===== config.mk =====
export PLATFORM = sky130hd
export DESIGN_NAME = s2p_driver
export DESIGN_NICKNAME = d
export VERILOG_FILES = /design/src/rtl/s2p_pkg.sv /design/src/rtl/s2p_lane.sv /design/src/rtl/s2p_latch_gate.sv /design/src/rtl/s2p_driver.sv
export SDC_FILE = /design/constraint.sdc
export NUM_CORES = 1
export LEC_CHECK = 0
export BUFFER_PORTS_ARGS = -buffer_cell sky130_fd_sc_hd__buf_2
export CAP_MARGIN = 5
export CORE_ASPECT_RATIO = 0.8
export CORE_MARGIN = 2
export CORE_UTILIZATION = 58
export DETAILED_ROUTE_END_ITERATION = 7
export PLACE_DENSITY = 0.81
export SYNTH_ARGS = -nofsm -noshare
export SYNTH_HDL_FRONTEND = slang
export SYNTH_SLANG_ARGS = --single-unit

===== constraint.sdc =====
create_clock -name clk -period 2 [get_ports clk]
set_input_delay 0.3 -clock clk [delete_from_list [all_inputs] [get_ports clk]]
set_output_delay 0.3 -clock clk [all_outputs]
set_load 0.02 [all_outputs]

===== src/rtl/s2p_pkg.sv =====
package s2p_pkg;
  typedef enum logic {SHIFT_DOWN = 1'b0, SHIFT_UP = 1'b1} shift_dir_e;

  // enabled data passes, any disable forces the low level, then polarity maps it
  function automatic logic gate_bit(input logic d, input logic lane_on,
                                    input logic chip_on, input logic pol);
    return (d & lane_on & chip_on) ~^ pol;
  endfunction
endpackage


===== src/rtl/s2p_lane.sv =====
module s2p_lane #(
  parameter int DEPTH = 8
) (
  input  logic             clk,
  input  logic             rst,
  input  logic             shift_up,
  input  logic             ser_in,
  output logic [DEPTH-1:0] stg_nxt,
  output logic             ser_out
);
  import s2p_pkg::*;

  logic [DEPTH-1:0] stg_q;

  always_comb begin
    if (shift_dir_e'(shift_up) == SHIFT_UP) stg_nxt = {stg_q[DEPTH-2:0], ser_in};
    else                                     stg_nxt = {ser_in, stg_q[DEPTH-1:1]};
  end

  always_ff @(posedge clk) begin
    if (rst) stg_q <= '0;
    else     stg_q <= stg_nxt;
  end

  assign ser_out = shift_up ? stg_q[DEPTH-1] : stg_q[0];
endmodule


===== src/rtl/s2p_latch_gate.sv =====
module s2p_latch_gate #(
  parameter int LANES = 4,
  parameter int DEPTH = 8
) (
  input  logic                         clk,
  input  logic                         rst,
  input  logic                         xfer_en,
  input  logic [LANES-1:0][DEPTH-1:0]  stg_nxt,
  input  logic [LANES-1:0]             lane_en,
  input  logic                         chip_en,
  input  logic                         true_pol,
  output logic [LANES*DEPTH-1:0]       par_out
);
  import s2p_pkg::*;

  localparam int W = LANES * DEPTH;

  logic [LANES-1:0][DEPTH-1:0] lat_q;
  logic [LANES-1:0][DEPTH-1:0] src;
  logic [W-1:0]                gated;

  assign src = xfer_en ? stg_nxt : lat_q;

  always_comb begin
    for (int l = 0; l < LANES; l++)
      for (int s = 0; s < DEPTH; s++)
        gated[l*DEPTH+s] = gate_bit(src[l][s], lane_en[l], chip_en, true_pol);
  end

  always_ff @(posedge clk) begin
    if (rst) begin
      lat_q   <= '0;
      par_out <= '0;
    end else begin
      if (xfer_en) lat_q <= stg_nxt;
      par_out <= gated;
    end
  end
endmodule


===== src/rtl/s2p_driver.sv =====
module s2p_driver #(
  parameter int LANES = 4,
  parameter int DEPTH = 8
) (
  input  logic                   clk,
  input  logic                   rst,
  input  logic                   shift_up,
  input  logic [LANES-1:0]       ser_in,
  input  logic                   xfer_en,
  input  logic [LANES-1:0]       lane_en,
  input  logic                   chip_en,
  input  logic                   true_pol,
  output logic [LANES-1:0]       ser_out,
  output logic [LANES*DEPTH-1:0] par_out
);
  logic [LANES-1:0][DEPTH-1:0] stg_nxt;

  for (genvar l = 0; l < LANES; l++) begin : g_lane
    s2p_lane #(.DEPTH(DEPTH)) u_lane (
      .clk     (clk),
      .rst     (rst),
      .shift_up(shift_up),
      .ser_in  (ser_in[l]),
      .stg_nxt (stg_nxt[l]),
      .ser_out (ser_out[l])
    );
  end

  s2p_latch_gate #(.LANES(LANES), .DEPTH(DEPTH)) u_out (
    .clk     (clk),
    .rst     (rst),
    .xfer_en (xfer_en),
    .stg_nxt (stg_nxt),
    .lane_en (lane_en),
    .chip_en (chip_en),
    .true_pol(true_pol),
    .par_out (par_out)
  );
endmodule


# Word level (Yosys, flattened, before mapping)
# Index checks and enable logic that the tools add are counted.
dict set report totals {
  out_inout_bits 36
  wordCells 114
  ff_bits 96
}
dict set report classes {
  mux 9
  bitwise 96
}
# cell n
set ops {}
lappend ops {{bitwise AND 1 bit} 64}
lappend ops {{2-to-1 mux 32 bit} 1}
lappend ops {{2-to-1 mux 8 bit} 4}
lappend ops {{XNOR 1 bit} 32}
lappend ops {{2-to-1 mux 1 bit} 4}

# Logic depth before layout (Yosys ltp)
dict set report depth {
  word_depth 5
  mapped_depth 5
  mapped_depth_nobuf 3
}

# Cells and area by module
# From an unflattened synthesis, not the netlist that was laid out.
dict set report hier_totals {
  hier_cells 317
  hier_area_um2 3721.1
}
# mod seq_area_each_um2 cells_per_inst n_inst area_each_um2
set modules_own_cells {}
lappend modules_own_cells {s2p_latch_gate 1281.2 213 1 2309.7}
lappend modules_own_cells {s2p_lane 160.2 26 4 352.8}

# Least setup slack after synthesis
# Ideal clock, no wire load.
dict set report synth_path {
  kind {input-to-output}
  startpoint {input port shift_up}
  endpoint {output port ser_out[0]}
  path_stages 4
  arrival_ns 1.057
  path_slack_ns 0.643
  required_ns 1.700
  path_cell_list {buf_6 > buf_12 > mux2_2 > buf_4}
}
dict set report synth_between {
  elab_chain_len 1
}
# element line
set synth_lines {}
lappend synth_lines {{start: declaration} s2p_driver.sv:7} ;# input logic shift_up,
lappend synth_lines {{2-to-1 mux 1 bit} s2p_lane.sv:25} ;# assign ser_out = shift_up ? stg_q[DEPTH-1] : stg_q[0];
lappend synth_lines {{end: declaration} s2p_driver.sv:13} ;# output logic [LANES-1:0] ser_out,
# No other way between the ends.

# Worst setup path in the final report
dict set report layout_path {
  startpoint {input port shift_up}
  endpoint {output port ser_out[2]}
}
# The elaborated chain is that of the path after synthesis.

==> flow_metrics.py <==
metrics = {
    "worst_setup_path": {
        "cp-end-kind": "primary output",
        "worst-setup-path-type": "input port to primary output",
        "start_kind": "input port",
        "required_ns": 1.70,
        "arrival_ns": 1.21,
        "cp_max_fo": 36,
    },
    "floorplanning": {
        "die_h_um": 74.13,
        "die_x_um": 91.67,
        "core_area_um2": 5912,
        "io_pins": 50,
        "initial_core_util_pct": 60.32,
        "die_area_um2": 6795,
        "rows": 25,
    },
    "place": {
        "dp_slack_ns": 0.3619,
        "gp_congestion": 0.7574,
        "hpwl_mm": 3.992,
        "io_buffers": 49,
    },
    "clock_network": {
        "clock_latency_ns": 0.36,
        "cts_hold_buf": 0,
        "root_buffer": "clkbuf_8",
        "clockBufferDepth": 2,
        "cts_sinks": 96,
        "cts_tree": "built",
        "cts_buffers": 9,
        "htree_levels": 3,
        "postCtsSetupBuffers": 0,
        "cts_resized": 0,
        "clk_pin_slew_ns": 0.09,
    },
    "yosys": {
        "synth_warnings": 0,
        "synth_top_area_share_pct": 53.89,
        "netlist_instances": 331,
        "syn_nets": 345,
        "syn_area_um2": 3566,
        "synth_common_cells": "dfxtp_1 (96), mux2i_1 (64), nor2_1 (64)",
        "synth-edff-count": 0,
        "yosysSeqAreaShare_pct": 53.89,
        "yosysUniqueCellTypes": 15,
        "ys_seq_elements": 96,
        "async_flop_share_pct": 0,
        "synth_ff_type": "dfxtp_1",
        "synth_area_leaders": "dfxtp_1 (54%), mux2i_1 (18%), a211oi_1 (13%), nor2_1 (6.7%), buf_12 (1.7%)",
        "postSynthAreaPerCell_um2": 10.77,
        "synth.most_common_cell": "dfxtp_1",
        "yosys.area.top_type": "dfxtp_1",
    },
    "global_routing": {
        "gr-total-overflow": 0,
        "grt_pass1_wl_mm": 10.74,
        "first_global_vias": 2261,
        "grt_use_total_pct": 20.29,
        "grt_start_max_net_pins": 97,
        "antenna_found_initial": 0,
    },
    "finish": {
        "nets": 376,
        "drive_above_1_share_pct": 20.22,
        "area_growth_pct": 11.79,
        "antennaDiodeCount": 0,
    },
    "route": {
        "avgViaCountPerCell": 5.445,
        "drtIter0Drc": 119,
        "drc": 0,
        "antenna_left": 0,
        "dr_total_vias": 2434,
        "drt-total-wl_mm": 6.617,
        "drt_first_pass_iters": 4,
        "wire_per_inst_um": 14.80,
    },
    "sta": {
        "fmax_mhz": 663.5,
        "finalHoldViolCount": 0,
        "rsz0062_at_grt": "false",
        "finalCritPeriodShare_pct": 75.36,
        "worst_slack_ns": 0.4928,
        "worst_pin_slew_ns": 1.109,
        "final-setup-viol-count": 0,
        "maxSlewViolCount": 0,
        "fin_setup_tns_ns": 0,
        "relSlewSlack_pct": 26.08,
        "skew_ns": 0.009580,
        "fin_crit_ns": 1.507,
    },
    "pwr": {
        "max-vdd-ir-drop_mv": 0.6138,
        "power.leakage_nw": 1.627,
        "power_density_nw_per_um2": 947.8,
    },
    "min_path": {
        "hp-class": "input port to register",
    },
    "run_status": {
        "outcome": "finished clean",
    },
    "job": {
        "max_cap_viol_count": 0,
    },
}
-- critical path, stage by stage --
cell and delay (ns):
buf_2 0.11, buf_12 0.24, mux2_2 0.38, buf_2 0.16
-- where the power goes --
part	internal (W)	total, W	switching [W]
Combinational	0.000135	0.000385	0.000250
Clock	0.000731	0.00137	0.000637
Sequential	0.00200	0.00203	0.0000254
Total	0.00287	0.00378	0.000912
-- layout make-up --
cell class / count / area, um2
multi-input combinational: 202 / 1444
sequential: 96 / 1922
fill: 464 / 1926
timing repair buffer: 53 / 300.3
clock inverter: 5 / 81.33
tap: 81 / 101.3
clock buffer: 10 / 137.6
-- stage by stage --
step	instance area, um2	total power [W]	hold slack, ns	std cells	utilization (%)
5_1_grt	3986	0.003919	0.2681	447	67.43
2_1_floorplan	3566	0.002363	0.4841	331	-
3_3_place_gp	3767	0.002442	0.5024	432	63.72
6_report	3986	0.003778	0.2561	447	67.43
4_1_cts	3986	0.003797	0.2432	447	67.43
3_5_place_dp	3767	0.002454	0.5186	432	63.72
-- per-layer routing --
metal | wire, um | vias up | GRT usage [%]
met2 | 3134 | 47 | 34.07
li1 | - | 1240 | -
met3 | 281 | 7 | 7.194
met5 | 0 | - | 0
met4 | 57 | 0 | 5.892
met1 | 3144 | 1140 | 25.13
-- sequential cells by signal, indices dropped and copies added (netlist names) --
register and cells:
g_lane.u_lane.stg_q 32, u_out.lat_q 32, u_out.par_out 32
-- path summary, 6_finish.rpt --
check	start	endpoint	slack [ns]	cells after the start
setup / recovery	shift_up	ser_out[2]	0.49	4
hold / removal	ser_in[0]	g_lane[0].u_lane.stg_q[7]	0.26	3
setup reg to reg	g_lane[3].u_lane.stg_q[0]	u_out.par_out[25]	0.82	3
hold reg to reg	u_out.lat_q[4]	u_out.lat_q[4]	0.53	2
-- layout by cell type (no fill, tap or decap), drive strengths merged --
cell      count
dfxtp        96
mux2i        64
nor2         64
a211oi       64
buf          53
clkbuf       10
mux2          4
nand2         4
bufinv        2
clkinv        2
or2           1
nand2b        1
clkinvlp      1
-- cells by family (layout without fill, tap and decap cells) --
group                  after synthesis  in the layout  synth area share (%)
AND/OR/NAND/NOR                     70             70                 7.509
AO/OA/AOI/OAI                       64             64                 13.75
flip-flops                          96             96                 53.89
multiplexers                        68             68                 19.23
buffers and inverters               33             68                 5.614
Power figures use the tool's default switching activity.
